==> src/rtl/tpg_pkg.sv <==
package tpg_pkg;
  localparam int TPG_WORDS = 3;
  localparam int TPG_SEL_W = $clog2(TPG_WORDS);

  typedef struct packed {
    logic [TPG_WORDS-1:0] loadWord;
    logic                 patOn;
    logic [TPG_SEL_W-1:0] wordSel;
  } tpgStrobes_t;
endpackage

==> src/rtl/tpg_ctrl.sv <==
module tpg_ctrl
  import tpg_pkg::*;
#(
  parameter int ADDR_W    = 8,
  parameter int REG_W     = 16,
  parameter int PERF_ADDR = 8'h01,
  parameter int BASE_ADDR = 8'h3C,
  parameter int HP_BIT    = 1,
  parameter logic [1:0] EN_CODE = 2'b10
) (
  input  logic              clk,
  input  logic              rstN,
  input  logic              regWrEn,
  input  logic [ADDR_W-1:0] regAddr,
  input  logic [REG_W-1:0]  regWrData,
  output tpgStrobes_t       strobes
);
  localparam logic [TPG_SEL_W-1:0] LAST_IDX = TPG_SEL_W'(TPG_WORDS - 1);

  logic                 perfHigh;
  logic [1:0]           enCode;
  logic [TPG_SEL_W-1:0] seqIdx;
  logic [TPG_WORDS-1:0] loadWord;
  logic                 perfWr;
  logic                 patOn;

  assign perfWr = regWrEn && (regAddr == ADDR_W'(PERF_ADDR));

  for (genvar i = 0; i < TPG_WORDS; i++) begin : g_dec
    assign loadWord[i] = regWrEn && (regAddr == ADDR_W'(BASE_ADDR + i));
  end

  always_ff @(posedge clk) begin
    if (!rstN) begin
      perfHigh <= 1'b1;
      enCode   <= 2'b00;
    end else begin
      if (perfWr)      perfHigh <= regWrData[HP_BIT];
      if (loadWord[0]) enCode   <= regWrData[REG_W-1 -: 2];
    end
  end

  assign patOn = !perfHigh && (enCode == EN_CODE);

  always_ff @(posedge clk) begin
    if (!rstN || !patOn) seqIdx <= '0;
    else if (seqIdx == LAST_IDX) seqIdx <= '0;
    else seqIdx <= seqIdx + 1'b1;
  end

  always_comb begin
    strobes.loadWord = loadWord;
    strobes.patOn    = patOn;
    strobes.wordSel  = seqIdx;
  end


  seq_range_chk: assert property (@(posedge clk) disable iff (!rstN)
    seqIdx <= LAST_IDX);


  entry_first_chk: assert property (@(posedge clk) disable iff (!rstN)
    $rose(patOn) |-> seqIdx == '0);


  seq_advance_chk: assert property (@(posedge clk) disable iff (!rstN)
    patOn && $past(patOn) |-> seqIdx != $past(seqIdx));


  hp_block_chk: assert property (@(posedge clk) disable iff (!rstN)
    perfWr && regWrData[HP_BIT] |=> !patOn);
endmodule

==> src/rtl/tpg_datapath.sv <==
module tpg_datapath
  import tpg_pkg::*;
#(
  parameter int SAMPLE_W   = 12,
  parameter int REG_W      = 16,
  parameter int FIELD_LSB  = 2,
  parameter int LORES_KEEP = 7
) (
  input  logic                clk,
  input  logic                rstN,
  input  tpgStrobes_t         strobes,
  input  logic [REG_W-1:0]    regWrData,
  input  logic [SAMPLE_W-1:0] adcSample,
  input  logic                lowRes,
  output logic [SAMPLE_W-1:0] dataOut
);
  localparam int DROP_W = SAMPLE_W - LORES_KEEP;
  localparam logic [SAMPLE_W-1:0] LO_MASK = {{LORES_KEEP{1'b1}}, {DROP_W{1'b0}}};

  logic [SAMPLE_W-1:0] words [TPG_WORDS];
  logic [SAMPLE_W-1:0] chosen;
  logic [SAMPLE_W-1:0] outNext;

  for (genvar i = 0; i < TPG_WORDS; i++) begin : g_word
    always_ff @(posedge clk) begin
      if (!rstN) words[i] <= '0;
      else if (strobes.loadWord[i]) words[i] <= regWrData[FIELD_LSB +: SAMPLE_W];
    end
  end

  always_comb begin
    chosen  = words[strobes.wordSel];
    outNext = strobes.patOn ? chosen : adcSample;
    if (lowRes) outNext = outNext & LO_MASK;
  end

  always_ff @(posedge clk) begin
    if (!rstN) dataOut <= '0;
    else       dataOut <= outNext;
  end


  lores_zero_chk: assert property (@(posedge clk) disable iff (!rstN)
    $past(lowRes) |-> dataOut[DROP_W-1:0] == '0);


  live_pass_chk: assert property (@(posedge clk) disable iff (!rstN)
    $past(rstN) && !$past(strobes.patOn) && !$past(lowRes) |-> dataOut == $past(adcSample));
endmodule

==> src/rtl/adc_test_pattern_gen.sv <==
module adc_test_pattern_gen #(
  parameter int ADDR_W   = 8,
  parameter int REG_W    = 16,
  parameter int SAMPLE_W = 12
) (
  input  logic                clk,
  input  logic                rstN,
  input  logic                regWrEn,
  input  logic [ADDR_W-1:0]   regAddr,
  input  logic [REG_W-1:0]    regWrData,
  input  logic [SAMPLE_W-1:0] adcSample,
  input  logic                lowRes,
  output logic [SAMPLE_W-1:0] dataOut
);
  tpg_pkg::tpgStrobes_t strobes;

  tpg_ctrl #(.ADDR_W(ADDR_W), .REG_W(REG_W)) u_ctrl (
    .clk(clk), .rstN(rstN), .regWrEn(regWrEn), .regAddr(regAddr),
    .regWrData(regWrData), .strobes(strobes)
  );

  tpg_datapath #(.SAMPLE_W(SAMPLE_W), .REG_W(REG_W)) u_dp (
    .clk(clk), .rstN(rstN), .strobes(strobes), .regWrData(regWrData),
    .adcSample(adcSample), .lowRes(lowRes), .dataOut(dataOut)
  );
endmodule

==> config.mk <==
export PLATFORM = sky130hd
export DESIGN_NAME = adc_test_pattern_gen
export DESIGN_NICKNAME = d
export VERILOG_FILES = /design/src/rtl/tpg_pkg.sv /design/src/rtl/tpg_ctrl.sv /design/src/rtl/tpg_datapath.sv /design/src/rtl/adc_test_pattern_gen.sv
export SDC_FILE = /design/constraint.sdc
export NUM_CORES = 1
export LEC_CHECK = 0
export CAP_MARGIN = 5
export CORE_ASPECT_RATIO = 0.8
export CORE_MARGIN = 10
export CORE_UTILIZATION = 50
export DETAILED_ROUTE_END_ITERATION = 12
export PLACE_DENSITY = 0.87
export SETUP_SLACK_MARGIN = 0.02
export SLEW_MARGIN = 20
export SYNTH_ARGS = -nofsm -noshare
export SYNTH_HDL_FRONTEND = slang
export SYNTH_HIERARCHICAL = 1
export SYNTH_SLANG_ARGS = --single-unit
==> constraint.sdc <==
create_clock -name clk -period 2.2 [get_ports clk]
set_input_delay 0.44 -clock clk [delete_from_list [all_inputs] [get_ports clk]]
set_output_delay 0.44 -clock clk [all_outputs]
set_load 0.005 [all_outputs]
==> results.yml <==
detailed_routing:
  wirelength_um: 5140
  avgViaCountPerCell: 5.43
  drc: 0
  vias: 1672
  wl_per_cell_um: 16.7
  initialDrtViolationCount: 71
  ant_nets: 0
  drt-pass1-iter-count: 4
sta:
  slew_headroom_pct: 52.1
  drv_slew: 0
  rsz0062_at_grt: "false"
  whs_ns: 0.456
  fin_tns_setup_ns: 0
  fin_skew_ns: 0.0134
  period_needed_ns: 2.00
  fin_crit_sh_pct: 91.0
  clock.fmax_mhz: 500
  final-setup-viol-count: 0
  hold_viol: 0
  tightest_slew_ns: 0.717
floorplan:
  die_w_um: 97.3
  dieArea_um2: 7960
  rows: 22
  initial_core_util_pct: 52.0
  ioPinCount: 52
  die_y_um: 81.8
  fp.coreArea_um2: 4600
layout:
  antennaDiodeCount: 0
  drive_gt1_share_pct: 14.5
  finalNetCount: 288
  area_growth_pct: 29.8
logic_synthesis:
  syn_area_um2: 2390
  synth_nets: 233
  synthXorXnorAreaFrac_pct: 0
  yosys.area_share.simple_pct: 22.6
  synth_compound_area_share_pct: 9.01
  synth_adder_area_share_pct: 0.524
  ys_seq_area_share_pct: 59.5
  synthMuxAreaShare_pct: 4.40
  avgSynthCellArea_um2: 12.4
  ys_types: 32
  ys_ff_latch: 53
  netlist_instances: 192
  synth_top_family_by_area: "simple AND/OR/NAND/NOR gates"
  ys_warn_count: 6
status:
  status: "finished, final reports clean"
grt:
  grt_max_degree: 56
  grt_pass1_wl_um: 8270
  grt_util_all_layers_pct: 13.0
  grt_overflow: 0
  grt_pass1_vias: 1765
  grt_antenna_before_repair: 0
job:
  maxCapViolations: 0
cts:
  cts_tree: "built"
  path_clk_slew_ns: 0.09
  cts_root_buf: "clkbuf_8"
  clk_path_buf_depth: 2
  postCtsSetupRepairBufs: 0
  cts.sinks: 53
  h-tree-depth: 2
  cts-buffers-inserted: 5
  insertion_delay_ns: 0.31
  cts_resized: 0
  hold_buffers: 0
placed_design:
  portBuffers: 50
  hpwl_um: 3730
  gp_congestion: 0.735
setup_path:
  reg2reg_depth: 5
  slowest_stage: "clkdlybuf4s50_1"
  crit_path_end_kind: "flip-flop"
  path_cells: "clkdlybuf4s50_1 -> or3b_4 -> nor4b_1 -> nand2b_1 -> buf_4"
  cp_max_fo: 7
  worstSetupPathType: "in -> reg"
  required_ns: 2.23
  arrival_ns: 2.03
  critical-path-max-stage-delay_ns: 0.44
  start_kind: "input port"
pwr:
  internal_power_mw: 1.44
  ir_worst_vdd_uv: 357
  leakagePower_nw: 1.19
  power_frac_comb_pct: 10.0
  switching_share_pct: 21.7
  p_per_area_nw_per_um2: 593
  switching_power_mw: 0.399
  seq_power_share_pct: 60.7
  clkPwrFrac_pct: 29.4
  finalPower_mw: 1.84
min_path:
  min_path_type: "reg -> reg"
  hold_depth: 2
[metrics by stage]
step                      worst slack (ns)  std cells  utilization (%)  cell area [um2]
after floorplan                      0.203        192                -             2390
after global placement             -0.0920        300             65.6             3010
after detailed placement            -0.108        300             65.6             3010
after CTS                            0.229        308             67.4             3100
after global routing                 0.162        308             67.4             3100
final                                0.199        308             67.4             3100
[worst max-delay path: cells and delay by family]
family / cells / cell delay (ns)
simple gates: 3 / 0.98
buf+inv: 2 / 0.61
[layout by cell type (no fill, tap or decap), types with 5 or more instances in the layout]
cell type	count
a211oi_1	6
a21oi_1	5
and3_1	36
buf_4	9
clkbuf_8	5
clkdlybuf4s50_1	50
dfxtp_1	17
edfxtp_1	36
mux2_4	5
nand2b_1	14
nand3b_1	8
nor2b_1	9
o211ai_2	5
o21ai_0	7
o21ai_1	7
[sequential cells by signal (all words and copies together), names as in the netlist]
name	flops
u_ctrl/enCode	2
u_ctrl/perfHigh	1
u_dp/words	36
u_dp/dataOut	12
u_ctrl/seqIdx	2
[routing by layer]
metal | track usage [%] | up-vias | part of all wire (%)
met5 | 0 | - | 0
met4 | 6.38 | 0 | 1.7
li1 | - | 831 | -
met1 | 14.5 | 787 | 45
met3 | 4.70 | 8 | 6.2
met2 | 22.1 | 46 | 47
[synthesized netlist by cell type]
master | count | area (um2)
a211oi_1 | 6 | 45.0
a211oi_2 | 1 | 12.5
a21oi_1 | 5 | 25.0
and2_2 | 1 | 7.51
and3_1 | 36 | 225
buf_2 | 2 | 10.0
buf_4 | 3 | 22.5
buf_6 | 2 | 22.5
clkbuf_1 | 6 | 22.5
clkbuf_2 | 1 | 5.00
dfxtp_1 | 17 | 340
edfxtp_1 | 36 | 1080
ha_1 | 1 | 12.5
inv_1 | 3 | 11.3
mux2_4 | 5 | 75.1
mux2i_1 | 3 | 30.0
nand2_1 | 4 | 15.0
nand2b_1 | 14 | 87.6
nand3b_1 | 8 | 60.1
nand4_1 | 1 | 6.26
nor2_1 | 2 | 7.51
nor2b_1 | 9 | 56.3
nor3b_1 | 1 | 7.51
nor4_1 | 1 | 6.26
nor4_2 | 1 | 12.5
nor4_4 | 1 | 21.3
nor4b_1 | 1 | 8.76
o211ai_2 | 5 | 62.6
o21ai_0 | 7 | 35.0
o21ai_1 | 7 | 35.0
or3b_4 | 1 | 11.3
or4_1 | 1 | 7.51
[kinds of logic after synthesis]
family	count (synthesis)
simple gates	82
flops	53
compound gates	31
buf+inv	17
mux	8
fa+ha+maj	1
[area by class of cell]
class / instances / area, um2
tap: 60 / 75.1
inverter: 3 / 11.3
multi-input combinational: 122 / 878
clock buffer: 5 / 68.8
fill: 335 / 1500
clock inverter: 3 / 17.5
sequential: 53 / 1420
timing repair buffer: 62 / 628
[power groups by stage]
stage / sequential [mW] / clock (mW) / combinational [mW]
2_1_floorplan: 1.14 / 0 / 0.0552
3_3_place_gp: 1.14 / 0 / 0.178
3_5_place_dp: 1.14 / 0 / 0.184
4_1_cts: 1.12 / 0.547 / 0.185
5_1_grt: 1.12 / 0.584 / 0.197
6_report: 1.11 / 0.539 / 0.183
[path summary, 6_finish.rpt]
| path | from | slack, ns | endpoint |
|---|---|---|---|
| min reg2reg | u_ctrl/enCode[1] | 0.46 | u_ctrl/enCode[1] |
| max reg2reg | u_ctrl/seqIdx[0] | 0.54 | u_ctrl/seqIdx[1] |
| max | regWrEn | 0.20 | u_dp/words[2][11] |
| min | u_ctrl/enCode[1] | 0.46 | u_ctrl/enCode[1] |
No activity file was read; power rests on OpenSTA's default activity.
